$ cat src/rtl/bmdma_pkg.sv
package bmdma_pkg;
  localparam int unsigned DATA_W = 32;
  localparam int unsigned NLANE  = DATA_W / 8;
  localparam int unsigned LANE_W = $clog2(NLANE);
  localparam int unsigned ADDR_W = 3;

  localparam logic [ADDR_W-1:0] OFF_CMD  = 3'd0;
  localparam logic [ADDR_W-1:0] OFF_STAT = 3'd2;

  localparam int unsigned CMD_START = 0;
  localparam int unsigned CMD_DIR   = 3;
  localparam int unsigned ST_ACT    = 0;
  localparam int unsigned ST_IRQ    = 2;

  typedef enum logic [1:0] {SZ_B = 2'd0, SZ_H = 2'd1, SZ_W = 2'd2} acc_size_e;

  function automatic logic [DATA_W-1:0] width_mask(input logic [1:0] sz);
    case (sz)
      SZ_B:    width_mask = {{(DATA_W-8){1'b0}}, 8'hFF};
      SZ_H:    width_mask = {{(DATA_W-16){1'b0}}, 16'hFFFF};
      default: width_mask = '1;
    endcase
  endfunction

  function automatic logic [NLANE-1:0] lane_en(input logic [1:0] sz, input logic [LANE_W-1:0] lane);
    logic [NLANE-1:0] base;
    case (sz)
      SZ_B:    base = {{(NLANE-1){1'b0}}, 1'b1};
      SZ_H:    base = {{(NLANE-2){1'b0}}, 2'b11};
      default: base = '1;
    endcase
    lane_en = base << lane;
  endfunction
endpackage

$ cat src/rtl/bmdma_cmd_ctrl.sv
module bmdma_cmd_ctrl
  import bmdma_pkg::*;
(
  input  logic              clk_i,
  input  logic              rst_ni,
  input  logic              cmd_wr_i,
  input  logic              start_bit_i,
  input  logic              dir_bit_i,
  input  logic [DATA_W-1:0] base_i,
  input  logic              walk_busy_i,
  output logic              start_q_o,
  output logic              dir_q_o,
  output logic              active_o,
  output logic              walk_start_o,
  output logic              walk_stop_o,
  output logic [DATA_W-1:0] walk_ptr_o
);
  logic start_q, dir_q, active_q, stop_pend_q, kick_q, stop_q;
  logic [DATA_W-1:0] ptr_q;
  logic toggle, rise, fall;

  assign toggle = cmd_wr_i && (start_bit_i != start_q);
  assign rise   = toggle && start_bit_i;
  assign fall   = toggle && !start_bit_i;

  always_ff @(posedge clk_i or negedge rst_ni) begin
    if (!rst_ni) begin
      start_q     <= 1'b0;
      dir_q       <= 1'b0;
      active_q    <= 1'b0;
      stop_pend_q <= 1'b0;
      kick_q      <= 1'b0;
      stop_q      <= 1'b0;
      ptr_q       <= '0;
    end else begin
      kick_q <= 1'b0;
      stop_q <= 1'b0;
      if (cmd_wr_i) begin
        start_q <= start_bit_i;
        dir_q   <= dir_bit_i;
      end
      if (rise) begin
        ptr_q       <= base_i;
        stop_pend_q <= 1'b0;
        if (!active_q) begin
          active_q <= 1'b1;
          kick_q   <= 1'b1;
        end
      end else if (fall) begin
        // let an in-flight transfer drain instead of cutting it
        if (walk_busy_i) begin
          stop_pend_q <= active_q;
        end else begin
          active_q <= 1'b0;
          stop_q   <= active_q;
        end
      end else if (stop_pend_q && !walk_busy_i) begin
        stop_pend_q <= 1'b0;
        active_q    <= 1'b0;
        stop_q      <= 1'b1;
      end
    end
  end

  assign start_q_o    = start_q;
  assign dir_q_o      = dir_q;
  assign active_o     = active_q;
  assign walk_start_o = kick_q;
  assign walk_stop_o  = stop_q;
  assign walk_ptr_o   = ptr_q;
endmodule

$ cat src/rtl/bmdma_base_reg.sv
module bmdma_base_reg
  import bmdma_pkg::*;
(
  input  logic              clk_i,
  input  logic              rst_ni,
  input  logic              wr_i,
  input  logic [LANE_W-1:0] lane_i,
  input  logic [1:0]        size_i,
  input  logic [DATA_W-1:0] wdata_i,
  output logic [DATA_W-1:0] base_o,
  output logic [DATA_W-1:0] rd_o
);
  logic [NLANE-1:0]  be;
  logic [DATA_W-1:0] shifted;
  logic [DATA_W-1:0] base_q;

  assign be      = wr_i ? lane_en(size_i, lane_i) : '0;
  assign shifted = wdata_i << {lane_i, 3'b000};

  for (genvar g = 0; g < NLANE; g++) begin : g_lane
    if (g == 0) begin : g_low
      // table pointer is dword aligned
      always_ff @(posedge clk_i or negedge rst_ni) begin
        if (!rst_ni)   base_q[7:0] <= '0;
        else if (be[0]) base_q[7:0] <= {shifted[7:2], 2'b00};
      end
    end else begin : g_hi
      always_ff @(posedge clk_i or negedge rst_ni) begin
        if (!rst_ni)   base_q[g*8 +: 8] <= '0;
        else if (be[g]) base_q[g*8 +: 8] <= shifted[g*8 +: 8];
      end
    end
  end

  assign base_o = base_q;
  assign rd_o   = (base_q >> {lane_i, 3'b000}) & width_mask(size_i);
endmodule

$ cat src/rtl/bmdma_irq_stat.sv
module bmdma_irq_stat (
  input  logic clk_i,
  input  logic rst_ni,
  input  logic drv_irq_i,
  input  logic clr_i,
  output logic irq_flag_o,
  output logic host_irq_o
);
  logic flag_q;

  always_ff @(posedge clk_i or negedge rst_ni) begin
    if (!rst_ni)        flag_q <= 1'b0;
    else if (drv_irq_i) flag_q <= 1'b1;
    else if (clr_i)     flag_q <= 1'b0;
  end

  assign irq_flag_o = flag_q;
  assign host_irq_o = drv_irq_i;
endmodule

$ cat src/rtl/bmdma_regs.sv
module bmdma_regs
  import bmdma_pkg::*;
(
  input  logic              clk_i,
  input  logic              rst_ni,
  input  logic              reg_wr_i,
  input  logic              reg_rd_i,
  input  logic [ADDR_W-1:0] reg_addr_i,
  input  logic [1:0]        reg_size_i,
  input  logic [DATA_W-1:0] reg_wdata_i,
  output logic [DATA_W-1:0] reg_rdata_o,
  input  logic              walk_busy_i,
  output logic              walk_start_o,
  output logic              walk_stop_o,
  output logic [DATA_W-1:0] walk_ptr_o,
  output logic              dir_o,
  input  logic              drv_irq_i,
  output logic              host_irq_o
);
  logic              cmd_wr, stat_wr, base_sel;
  logic              start_q, dir_q, active, irq_flag;
  logic [DATA_W-1:0] base_q, base_rd;

  assign cmd_wr   = reg_wr_i && (reg_addr_i == OFF_CMD);
  assign stat_wr  = reg_wr_i && (reg_addr_i == OFF_STAT);
  assign base_sel = reg_addr_i[ADDR_W-1];

  bmdma_cmd_ctrl u_cmd (
    .clk_i        (clk_i),
    .rst_ni       (rst_ni),
    .cmd_wr_i     (cmd_wr),
    .start_bit_i  (reg_wdata_i[CMD_START]),
    .dir_bit_i    (reg_wdata_i[CMD_DIR]),
    .base_i       (base_q),
    .walk_busy_i  (walk_busy_i),
    .start_q_o    (start_q),
    .dir_q_o      (dir_q),
    .active_o     (active),
    .walk_start_o (walk_start_o),
    .walk_stop_o  (walk_stop_o),
    .walk_ptr_o   (walk_ptr_o)
  );

  bmdma_base_reg u_base (
    .clk_i   (clk_i),
    .rst_ni  (rst_ni),
    .wr_i    (reg_wr_i && base_sel),
    .lane_i  (reg_addr_i[LANE_W-1:0]),
    .size_i  (reg_size_i),
    .wdata_i (reg_wdata_i),
    .base_o  (base_q),
    .rd_o    (base_rd)
  );

  bmdma_irq_stat u_irq (
    .clk_i      (clk_i),
    .rst_ni     (rst_ni),
    .drv_irq_i  (drv_irq_i),
    .clr_i      (stat_wr && reg_wdata_i[ST_IRQ]),
    .irq_flag_o (irq_flag),
    .host_irq_o (host_irq_o)
  );

  assign dir_o = dir_q;

  always_comb begin
    reg_rdata_o = '0;
    if (reg_rd_i) begin
      if (base_sel) begin
        reg_rdata_o = base_rd;
      end else if (reg_addr_i == OFF_CMD) begin
        reg_rdata_o[CMD_START] = start_q;
        reg_rdata_o[CMD_DIR]   = dir_q;
      end else if (reg_addr_i == OFF_STAT) begin
        reg_rdata_o[ST_ACT] = active;
        reg_rdata_o[ST_IRQ] = irq_flag;
      end
    end
  end
endmodule

$ cat config.mk
export PLATFORM = sky130hd
export DESIGN_NAME = bmdma_regs
export DESIGN_NICKNAME = d
export VERILOG_FILES = /design/src/rtl/bmdma_pkg.sv /design/src/rtl/bmdma_cmd_ctrl.sv /design/src/rtl/bmdma_base_reg.sv /design/src/rtl/bmdma_irq_stat.sv /design/src/rtl/bmdma_regs.sv
export SDC_FILE = /design/constraint.sdc
export NUM_CORES = 1
export LEC_CHECK = 0
export CORE_UTILIZATION = 45
export CTS_BUF_LIST = sky130_fd_sc_hd__clkbuf_8
export CTS_CLUSTER_DIAMETER = 100
export DETAILED_ROUTE_END_ITERATION = 8
export DONT_BUFFER_PORTS = 1
export HOLD_SLACK_MARGIN = 0.02
export PLACE_DENSITY_LB_ADDON = 0.1
export SLEW_MARGIN = 20
export SYNTH_ARGS = -nofsm -noshare
export SYNTH_HDL_FRONTEND = slang
export SYNTH_SLANG_ARGS = --single-unit
export TNS_END_PERCENT = 20
$ cat constraint.sdc
create_clock -name clk_i -period 1.94 [get_ports clk_i]
set_clock_uncertainty 0.2 [all_clocks]
set_input_delay 0.097 -clock clk_i [delete_from_list [all_inputs] [get_ports clk_i]]
set_output_delay 0.097 -clock clk_i [all_outputs]
set_load 0.02 [all_outputs]
-- Yosys cells after proc, flatten, opt, wreduce, memory -nomap -nowiden
Cells that the tools add are included.
- eq/ne operators: 5
- shift operators: 3
- multiplexer cells: 28
- bitwise logic cells: 1
- reductions and logical operators: 16
- operator list (kind ; count):
    $pmux W32 S2 ; 1
    $and A32 B32 Y32 ; 1
    $mux W32 ; 1
    $shl A32 B5 Y32 ; 1
    $shr A32 B5 Y32 ; 1
    $mux W28 ; 1
    $mux W1 ; 22
    $logic_and A1 B1 Y1 ; 8
    $pmux W4 S2 ; 1
    $ne A3 B2 Y1 const B ; 2
    $mux W4 ; 1
    $reduce_and A2 Y1 ; 2
    $shl A4 B2 Y4 ; 1
    $eq A3 B2 Y1 const B ; 1
    $logic_not A3 Y1 ; 1
    $reduce_bool A3 Y1 ; 1
    $eq A2 B1 Y1 const B ; 1
    $logic_not A1 Y1 ; 2
    $logic_not A2 Y1 ; 1
    $mux W2 ; 1
    $reduce_bool A2 Y1 ; 1
    $ne A1 B1 Y1 ; 1
- register bits after elaboration: 67
- input bits: 43
- output and inout bits: 68
- logic and storage cells: 65

-- Longest topological paths before layout
Gate-level depths: netlist of run 1.
- depth after elaboration: 6
- gate-level depth with buffers: 6
- mapped depth without buffers: 3

-- Cells and area by module
Synthesis of run 1 repeated with hierarchy kept, for this count alone.
- cells, all modules: 355
- area total of the unflattened synthesis: 4184.0 µm²
- by module, submodules not included (module ; instances ; cells an instance ; area each (µm²) ; sequential area each (µm²)):
    bmdma_base_reg ; 1 ; 205 ; 2229.6 ; 750.7
    bmdma_cmd_ctrl ; 1 ; 96 ; 1599.0 ; 950.9
    bmdma_regs ; 1 ; 50 ; 311.5 ; 0.0
    bmdma_irq_stat ; 1 ; 4 ; 43.8 ; 25.0

-- Worst setup path before layout of run 1
Ideal clock, no wire load.
- path type: input to output
- from: input port reg_addr_i[0]
- to: output port reg_rdata_o[2]
- arrival time: 1.466 ns
- required time: 1.643 ns
- path slack: 0.177 ns
- cell stages on the path: 6
- buffers on the path: 3
- cells stage by stage: buf_6 > nor2b_1 > clkbuf_1 > clkbuf_1 > a22oi_1 > a21boi_0
- word-level cells in the longest chain between the ends: 5
- elaborated cells between the ends (all ways): 8
- classes of those cells: 1 x eq/ne; 1 x shift; 4 x mux; 1 x bitwise; 1 x reduce/logical
- ends and longest elaborated chain (element ; RTL line ; text):
    start, declared ; bmdma_regs.sv:8 ; input logic [ADDR_W-1:0] reg_addr_i,
    parallel branches: the longest is 3 deep, another holds $shr A32 B5 Y32 ; n/a ;
    $mux W2 * ; bmdma_regs.sv:69 ; if (base_sel) begin
    $mux W32 * ; bmdma_regs.sv:68 ; if (reg_rd_i) begin
    end, declared ; bmdma_regs.sv:11 ; output logic [DATA_W-1:0] reg_rdata_o,
Mark *: on every way between the ends.

-- Final worst setup path of run 1
- from: register u_cmd.active_q (netlist: u_cmd.active_o)
- to: register u_cmd.stop_pend_q
- word-level cells in the longest chain between the ends: 3
- ends and longest elaborated chain (element ; RTL line ; text):
    start, declared ; bmdma_cmd_ctrl.sv:18 ; logic start_q, dir_q, active_q, stop_pend_q, kick_q, stop_q;
    start signal, assigned ; bmdma_cmd_ctrl.sv:30 ; active_q <= 1'b0;
    start signal, assigned ; bmdma_cmd_ctrl.sv:46 ; active_q <= 1'b1;
    start signal, assigned ; bmdma_cmd_ctrl.sv:54 ; active_q <= 1'b0;
    $mux W1 ; bmdma_cmd_ctrl.sv:51 ; if (walk_busy_i) begin
    $mux W1 ; bmdma_cmd_ctrl.sv:49 ; end else if (fall) begin
    $mux W1 ; bmdma_cmd_ctrl.sv:42 ; if (rise) begin
    end signal, assigned ; bmdma_cmd_ctrl.sv:52 ; stop_pend_q <= active_q;
    end, declared ; bmdma_cmd_ctrl.sv:18 ;
Every way passes these cells. The select of a mux whose other input is x is not followed.
A chain may end at the register's enable or synchronous reset.

==> impl_metrics.env, run 1 <==
export IMPL_status="finished, violations left"
export IMPL_violations="negative hold slack"
export IMPL_drt_iter0_drc=170
export IMPL_cp_data_arrival_time_ns=1.90
export IMPL_synth_top_area_share_pct=43.4
export IMPL_final_cell_mix="dfrtp_1, mux2_2, dlygate4sd3_1"
export IMPL_start_util_pct=46.8
export IMPL_clock_path_buffers=2
export IMPL_place_gp_congestion=0.754
export IMPL_finalWirelength_mm=10.4
export IMPL_nNetsFinal=409
export IMPL_syn_area_per_cell_um2=13.0
export IMPL_chipWidth_um=94.7
export IMPL_antenna_found_initial=0
export IMPL_p_sw_share_pct=33.3
export IMPL_drt_drc_violations_left=0
export IMPL_placementRows=33
export IMPL_crit_chain="mux2_2 > a31oi_1 > o22ai_1 > dlygate4sd3_1"
export IMPL_die_y_um=94.7
export IMPL_cpPeakStageDelay_ns=0.57
export IMPL_dp_slack_ns=0.306
export IMPL_worst_setup_path_type="register to register"
export IMPL_fmaxAchievable_mhz=535
export IMPL_clk_pin_slew_ns=0.07
export IMPL_place_detailed_hpwl_mm=6.55
export IMPL_finalSetupTns_ns=0
export IMPL_wl_per_cell_um=21.8
export IMPL_cp_end_kind="register"
export IMPL_diodes=0
export IMPL_grt_pass1_wl_mm=15.9
export IMPL_core_um2=8260
export IMPL_ant_nets=0
export IMPL_hold_viol=7
export IMPL_vias_per_cell=5.76
export IMPL_synth_xor_area_share_pct=0
export IMPL_seq_power_share_pct=51.7
export IMPL_ys_ff_latch=67
export IMPL_syn_to_final_growth_pct=24.9
export IMPL_setup_viol=0
export IMPL_synth_cell_types=41
export IMPL_nFillCells=718
export IMPL_p_switching_uw=1550
export IMPL_layout_commonest_cell="dfrtp_1"
export IMPL_finalWorstPathRequiredPeriod_ns=1.87
export IMPL_fin_crit_sh_pct=96.4
export IMPL_vias=2741
export IMPL_tritoncts="yes"
export IMPL_worstPathRequired_ns=1.97
export IMPL_cts_buffers=9
export IMPL_muxShareOfSynthArea_pct=35.6
export IMPL_finalWorstSetupSlack_ns=0.0697
export IMPL_netlist_area_um2=3870
export IMPL_synth_top_area_cell="dfrtp_1"
export IMPL_p_comb_share_pct=22.6
export IMPL_drive_gt1_share_pct=35.8
export IMPL_internal_power_uw=3100
export IMPL_synthAdderAreaFrac_pct=0
export IMPL_dp_cells=405
export IMPL_path_max_fanout=6
export IMPL_hold_slack_ns=-0.0788
export IMPL_power_density_nw_per_um2=962
export IMPL_drt_first_pass_iters=5
export IMPL_synth_top_cells_by_area="dfrtp_1, mux2_2, mux2_4"
export IMPL_hold_class="primary input to register"
export IMPL_ioPinCount=111
export IMPL_report_final_slew_viol_count=0
export IMPL_syn_inst=298
export IMPL_worst_slew_pin_slew_ns=0.710
export IMPL_synth_top_family_by_area="multiplexers"
export IMPL_synth_seq_area_share_pct=43.4
export IMPL_start_kind="register"
export IMPL_clock_sinks=67
export IMPL_grt_overflow_total=0
export IMPL_synthSimpleGateAreaFrac_pct=8.16
export IMPL_clock_latency_ns=0.34
export IMPL_layoutNonFillerInstCount=476
export IMPL_grt_max_degree=68
export IMPL_cap_violations=0
export IMPL_die_area_um2=8970
export IMPL_p_leak_uw=0.00220
export IMPL_rsz0062_at_grt="no"
export IMPL_cts_root_buf="clkbuf_8"
export IMPL_critical_path_slowest_cell="dlygate4sd3_1"
export IMPL_vdd_drop_max_mv=0.558
export IMPL_max_slew_margin_pct=52.7
export IMPL_synth_compound_area_share_pct=8.74
export IMPL_clkPwrFrac_pct=25.7
export IMPL_io_buffers=0
export IMPL_grtUsageTotal_pct=24.1
export IMPL_yosysWarnings=0
export IMPL_grt_pass1_vias=2802
export IMPL_htreeDepth=3
cell type report:
| class | count | area (um2) | share of cell area, % |
|---|---|---|---|
| Timing Repair Buffer | 78 | 768 | 15.9 |
| Inverter | 3 | 11.3 | 0.233 |
| Clock inverter | 6 | 65.1 | 1.35 |
| Clock buffer | 10 | 138 | 2.85 |
| Multi-Input combinational cell | 207 | 2040 | 42.2 |
| Sequential cell | 67 | 1680 | 34.7 |
| Tap cell | 105 | 131 | 2.72 |
layer usage:
layer	part of all wire (%)	track usage (%)	up-vias
met2	46	36.4	107
met4	0.98	5.56	0
met1	45	33.4	1369
met5	0	0	-
met3	8.1	8.29	13
li1	-	-	1252
what timing repair did:
item / CTS / global route
resized for setup: 0 / 1
setup buffers: 0 / 0
hold buffers: 50 / 5
endpoints found under the setup margin: 0 / 2
endpoints found under the hold margin: 111 / 8
stage by stage:
step	cell area [um2]	utilization, %	hold WS [ns]	power [uW]
after global routing	4830	58.5	-0.120	4880
final	4830	58.5	-0.0788	4640
after CTS	4780	57.8	-0.102	4670
after floorplan	3870	-	-0.399	3080
after detailed placement	4060	49.1	-0.397	3300
after global placement	4060	49.1	-0.397	3280
registers in the layout, indices dropped and copies added (netlist names):
register / flops
u_cmd.start_q_o: 1
u_cmd.walk_start_o: 1
u_irq.irq_flag_o: 1
u_cmd.dir_q_o: 1
u_cmd.active_o: 1
u_base.base_o: 30
u_cmd.stop_pend_q: 1
u_cmd.walk_ptr_o: 30
u_cmd.walk_stop_o: 1
final timing paths:
check                                      start              endpoint  slack (ns)  depth (start not counted)
worst min register to register  u_base.base_o[5]   u_cmd.walk_ptr_o[5]        0.34                          1
worst max register to register    u_cmd.active_o     u_cmd.stop_pend_q        0.07                          4
max in group asynchronous                 rst_ni     u_base.base_o[22]        1.12                          2
worst max-delay path              u_cmd.active_o     u_cmd.stop_pend_q        0.07                          4
worst min-delay path               reg_addr_i[0]     u_base.base_o[25]       -0.08                          2
min in group asynchronous                 rst_ni  u_cmd.walk_ptr_o[12]        0.14                          2
synth_stat cells (all sizes together):
cell type and n:
mux2i 18, nand3b 1, o22ai 2, conb 1, a2bb2oi 1, mux2 81
a22oi 9, nor2 18, nor4 1, o211ai 1, clkinv 1, dfrtp 67
and2 8, o32ai 3, a211oi 9, o2bb2ai 7, mux4 8, and3 2
buf 16, clkbuf 6, nand4 1, and3b 1, inv 2, nor3 3
a21boi 2, a21o 1, nand3 2, nor2b 9, nand4b 1, a21oi 1
o21ai 2, a211o 2, o21a 2, a31oi 2, nand2 5, nor4b 1
nand2b 1
power groups by stage:
stage / registers, uW / clock network (uW) / logic [uW]
after floorplan: 2280 / 0 / 801
after CTS: 2400 / 1220 / 1040
after global routing: 2460 / 1290 / 1140
after detailed placement: 2430 / 0 / 868
final: 2400 / 1190 / 1050
after global placement: 2430 / 0 / 850
worst max-delay path: cells and delay by family, from the launching register on:
| family | cells | cell delay, ns |
|---|---|---|
| flip-flops | 1 | 0.45 |
| multiplexers | 1 | 0.29 |
| AO/OA/AOI/OAI | 2 | 0.25 |
| buffers and inverters | 1 | 0.57 |
cells by family after synthesis:
family,count (synthesis)
AND/OR/NAND/NOR,54
other,1
multiplexers,107
AO/OA/AOI/OAI,44
buffers and inverters,25
flip-flops,67
(Power assumes the default switching activity.)
==> run 2, diff against run 1 <==
- clock period: 1.94 -> 2.3 ns (I/O delays scaled with it)
==> impl_metrics.env, run 2 (synthesized netlist as in run 1, its figures left out) <==
export IMPL_layout_commonest_cell="dfrtp_1"
export IMPL_tritoncts="yes"
export IMPL_cap_violations=0
export IMPL_p_comb_share_pct=22.0
export IMPL_grtUsageTotal_pct=24.9
export IMPL_drive_gt1_share_pct=33.2
export IMPL_clock_sinks=67
export IMPL_status="finished, final reports clean"
export IMPL_vias_per_cell=5.79
export IMPL_postCtsSetupRepairBufs=0
export IMPL_drt_iter0_drc=138
export IMPL_cts_resized=0
export IMPL_cts_root_buf="clkbuf_8"
export IMPL_start_kind="primary input"
export IMPL_finalSetupTns_ns=0
export IMPL_core_um2=8260
export IMPL_fin_total_pwr_uw=4020
export IMPL_clock_latency_ns=0.34
export IMPL_grt_pass1_vias=2862
export IMPL_clk_pin_slew_ns=0.06
export IMPL_r2r_start="u_cmd.stop_pend_q"
export IMPL_drt_first_pass_iters=4
export IMPL_start_util_pct=46.8
export IMPL_p_leak_uw=0.00216
export IMPL_antenna_found_initial=0
export IMPL_nNetsFinal=405
export IMPL_worst_setup_path_type="primary input to register"
export IMPL_dp_cells=395
export IMPL_diodes=0
export IMPL_r2r_slack_ns=0.45
export IMPL_p_sw_share_pct=32.0
export IMPL_path_max_fanout=49
export IMPL_cts_buffers=9
export IMPL_seq_power_share_pct=50.3
export IMPL_rsz0062_at_grt="no"
export IMPL_vias=2733
export IMPL_worstPathRequired_ns=2.33
export IMPL_cp_data_arrival_time_ns=2.23
export IMPL_clkPwrFrac_pct=27.6
export IMPL_io_buffers=0
export IMPL_min_path_cells=0
export IMPL_die_y_um=94.7
export IMPL_layoutNonFillerInstCount=472
export IMPL_vdd_drop_max_mv=0.487
export IMPL_fmaxAchievable_mhz=453
export IMPL_worst_slew_pin_slew_ns=0.963
export IMPL_p_switching_uw=1290
export IMPL_fin_crit_sh_pct=96.0
export IMPL_grt_pass1_wl_mm=16.4
export IMPL_worstHoldStart="drv_irq_i"
export IMPL_grt_max_degree=68
export IMPL_hold_class="primary input to output pin"
export IMPL_r2r_end="u_cmd.stop_pend_q"
export IMPL_r2r_cells=4
export IMPL_final_core_util_pct=58.4
export IMPL_placementRows=33
export IMPL_chipWidth_um=94.7
export IMPL_place_detailed_hpwl_mm=6.48
export IMPL_max_slew_margin_pct=35.6
export IMPL_syn_to_final_growth_pct=24.8
export IMPL_die_area_um2=8970
export IMPL_ant_nets=0
export IMPL_wl_per_cell_um=22.3
export IMPL_grt_overflow_total=0
export IMPL_clock_path_buffers=2
export IMPL_htreeDepth=3
export IMPL_setup_viol=0
export IMPL_internal_power_uw=2730
export IMPL_finalWorstPathRequiredPeriod_ns=2.21
export IMPL_power_density_nw_per_um2=833
export IMPL_min_to="host_irq_o"
export IMPL_final_cell_mix="dfrtp_1, dlygate4sd3_1, mux2_2"
export IMPL_place_gp_congestion=0.750
export IMPL_cp_end_kind="register"
export IMPL_drt_drc_violations_left=0
export IMPL_hold_buffers=61
export IMPL_report_final_slew_viol_count=0
export IMPL_finalWirelength_mm=10.5
export IMPL_ioPinCount=111
export IMPL_hold_viol=0
run 2: layout make-up:
class	count	area, um2
multi-input cells	207	2040
well taps	105	131
clock inverters	5	76.3
repair buffers	74	738
inverters	3	11.3
clock buffers	11	151
fillers	721	3430
flip-flops and latches	67	1680
run 2: critical path, cell delays in order:
cell and delay, ns:
dlygate4sd3_1 1.18, nor3_1 0.16, nor3_2 0.19, buf_4 0.24
mux2_2 0.35
run 2: through the flow:
stage	hold WS (ns)	area, um2	setup slack [ns]
after global placement	-0.379	3970	0.719
after global routing	0.0227	4820	0.0142
after CTS	0.0226	4820	0.0708
final	0.0302	4820	0.0925
after floorplan	-0.381	3870	0.501
after detailed placement	-0.379	3970	0.663
run 2: worst max path at each step:
stage	start	to	slack [ns]	cells past startpoint
2_1_floorplan	reg_addr_i[0]	reg_rdata_o[2]	0.50	6
3_3_place_gp	reg_addr_i[1]	u_cmd.walk_ptr_o[7]	0.72	4
3_5_place_dp	reg_addr_i[1]	u_cmd.walk_ptr_o[10]	0.66	4
4_1_cts	reg_addr_i[0]	u_base.base_o[11]	0.07	5
5_1_grt	reg_addr_i[0]	u_base.base_o[12]	0.01	5
6_report	reg_addr_i[0]	u_base.base_o[11]	0.09	5
run 2: per-layer routing:
metal | part of all wire (%) | GRT usage (%) | routed length (um)
met5 | 0 | 0 | 0
met1 | 46 | 34.5 | 4830
met3 | 7.1 | 6.60 | 751
met4 | 2.3 | 8.59 | 239
met2 | 45 | 37.5 | 4730
run 2: power groups by stage:
stage	combinational (uW)	sequential [uW]	clock, uW
after CTS	884	2030	1140
final	885	2020	1110
after global routing	957	2080	1190
after global placement	703	2040	0
after detailed placement	723	2040	0
after floorplan	676	1930	0
==> run 3, diff against run 2 <==
- REMOVE_ABC_BUFFERS: unset -> 1
==> impl_metrics.env, run 3 (synthesized netlist as in run 1, its figures left out) <==
export IMPL_vias=2762
export IMPL_finalWorstPathRequiredPeriod_ns=2.06
export IMPL_status="finished, final reports clean"
export IMPL_antenna_found_initial=0
export IMPL_finalWirelength_mm=10.3
export IMPL_p_switching_uw=1300
export IMPL_crit_chain="dlygate4sd3_1 > nor4b_4 > a21boi_0 > o22ai_1 > dlygate4sd3_1"
export IMPL_fin_crit_sh_pct=89.7
export IMPL_setup_viol=0
export IMPL_fmaxAchievable_mhz=485
export IMPL_clock_path_buffers=2
export IMPL_cpPeakStageDelay_ns=0.58
export IMPL_layout_commonest_cell="dfrtp_1"
export IMPL_cap_violations=0
export IMPL_final_core_util_pct=58.9
export IMPL_grt_overflow_total=0
export IMPL_clk_pin_slew_ns=0.08
export IMPL_report_final_slew_viol_count=0
export IMPL_worst_path_buf_inv=2
export IMPL_crit_top_cell="dlygate4sd3_1"
export IMPL_nFillCells=672
export IMPL_postCtsSetupRepairBufs=0
export IMPL_vdd_drop_max_mv=0.405
export IMPL_multiInputGateArea_um2=2040
export IMPL_worstPathRequired_ns=2.34
export IMPL_grtUsageTotal_pct=24.5
export IMPL_place_gp_congestion=0.811
export IMPL_die_area_um2=8970
export IMPL_worst_setup_path_type="primary input to register"
export IMPL_tritoncts="yes"
export IMPL_place_detailed_hpwl_mm=6.45
export IMPL_path_max_fanout=12
export IMPL_grt_max_degree=68
export IMPL_critPathTopFamily="buffers and inverters"
export IMPL_cp_end_kind="register"
export IMPL_start_util_pct=46.8
export IMPL_wl_per_cell_um=21.4
export IMPL_syn_to_final_growth_pct=25.8
export IMPL_hold_class="primary input to output pin"
export IMPL_die_y_um=94.7
export IMPL_internal_power_uw=2610
export IMPL_cts_buffers=9
export IMPL_hold_viol=0
export IMPL_drt_first_pass_iters=4
export IMPL_fin_total_pwr_uw=3910
export IMPL_finalSetupTns_ns=0
export IMPL_placementRows=33
export IMPL_chipWidth_um=94.7
export IMPL_start_kind="primary input"
export IMPL_worst_slew_pin_slew_ns=0.928
export IMPL_max_slew_margin_pct=38.2
export IMPL_clock_latency_ns=0.35
export IMPL_io_buffers=0
export IMPL_power_density_nw_per_um2=803
export IMPL_htreeDepth=3
export IMPL_rsz0062_at_grt="no"
export IMPL_core_um2=8260
export IMPL_p_leak_uw=0.00219
export IMPL_vias_per_cell=5.75
export IMPL_ant_nets=0
export IMPL_grt_pass1_vias=2920
export IMPL_drt_drc_violations_left=0
export IMPL_cp_data_arrival_time_ns=2.10
export IMPL_p_comb_share_pct=22.7
export IMPL_clkPwrFrac_pct=25.8
export IMPL_grt_pass1_wl_mm=16.1
export IMPL_final_cell_mix="dfrtp_1, dlygate4sd3_1, mux2_2"
export IMPL_cts_root_buf="clkbuf_8"
export IMPL_ioPinCount=111
export IMPL_diodes=0
export IMPL_clock_sinks=67
export IMPL_nNetsFinal=413
export IMPL_drive_gt1_share_pct=34.4
export IMPL_critical_path_slowest_cell="dlygate4sd3_1"
export IMPL_seqCellArea_um2=1680
export IMPL_p_sw_share_pct=33.2
export IMPL_drt_iter0_drc=140
export IMPL_seq_power_share_pct=51.4
[run 3: cell types whose count changed in the layout (fill, tap and decap cells not counted), sizes merged]
cell,before,now
dlymetal6s4s,0,1
dlygate4sd3,60,62
bufinv,2,1
clkbuf,11,10
inv,3,2
buf,14,19
clkinv,2,5
[run 3: cell type report]
class	count	share of cell area, %
Clock buffer	10	2.83
Clock inverter	6	1.34
Inverter	3	0.232
Multi-Input combinational cell	207	42.0
Sequential cell	67	34.5
Tap cell	105	2.70
Timing Repair Buffer	82	16.4
[run 3: timing repair]
action	in CTS	in global routing
hold buffers	64	0
hold endpoints to repair	103	0
gates resized for setup	0	1
endpoints found under the setup margin	0	1
[run 3: metrics by stage]
step	cell area, um2	instances	setup slack [ns]	hold slack [ns]
after floorplan	3730	277	0.504	-0.381
after global placement	4000	400	0.676	-0.379
after detailed placement	4000	400	0.649	-0.379
after CTS	4860	480	0.115	0.0224
after global routing	4860	480	0.146	0.0301
final	4860	480	0.236	0.0302
[run 3: worst reg2reg max path: stages (launching register included)]
cell and delay, ns:
dfrtp_1 0.44, mux2_2 0.29, a31oi_1 0.17, o22ai_1 0.10, dlygate4sd3_1 0.57
[run 3: final timing paths]
kind	slack (ns)	to	depth (start not counted)	start
worst min-delay path	0.03	host_irq_o	0	drv_irq_i
min in group asynchronous	0.14	u_cmd.walk_ptr_o[24]	2	rst_ni
worst min register to register	0.34	u_cmd.walk_ptr_o[7]	1	u_base.base_o[7]
worst max register to register	0.42	u_cmd.stop_pend_q	4	u_cmd.active_o
worst max-delay path	0.24	u_cmd.stop_pend_q	5	reg_addr_i[2]
max in group asynchronous	1.48	u_cmd.walk_ptr_o[11]	2	rst_ni
[run 3: power by group through the flow]
stage               logic (uW)  clock network (uW)  registers, uW
floorplan                  631                   0           1930
global placement           702                   0           2020
detailed placement         721                   0           2030
CTS                        891                1040           2010
global route               959                1090           2060
finish                     888                1010           2010
[run 3: routing by layer]
layer / global-route usage, % / part of all wire, %
met1: 31.0 / 43
met2: 40.0 / 49
met3: 5.72 / 5.5
met4: 9.97 / 2.1
met5: 0 / 0
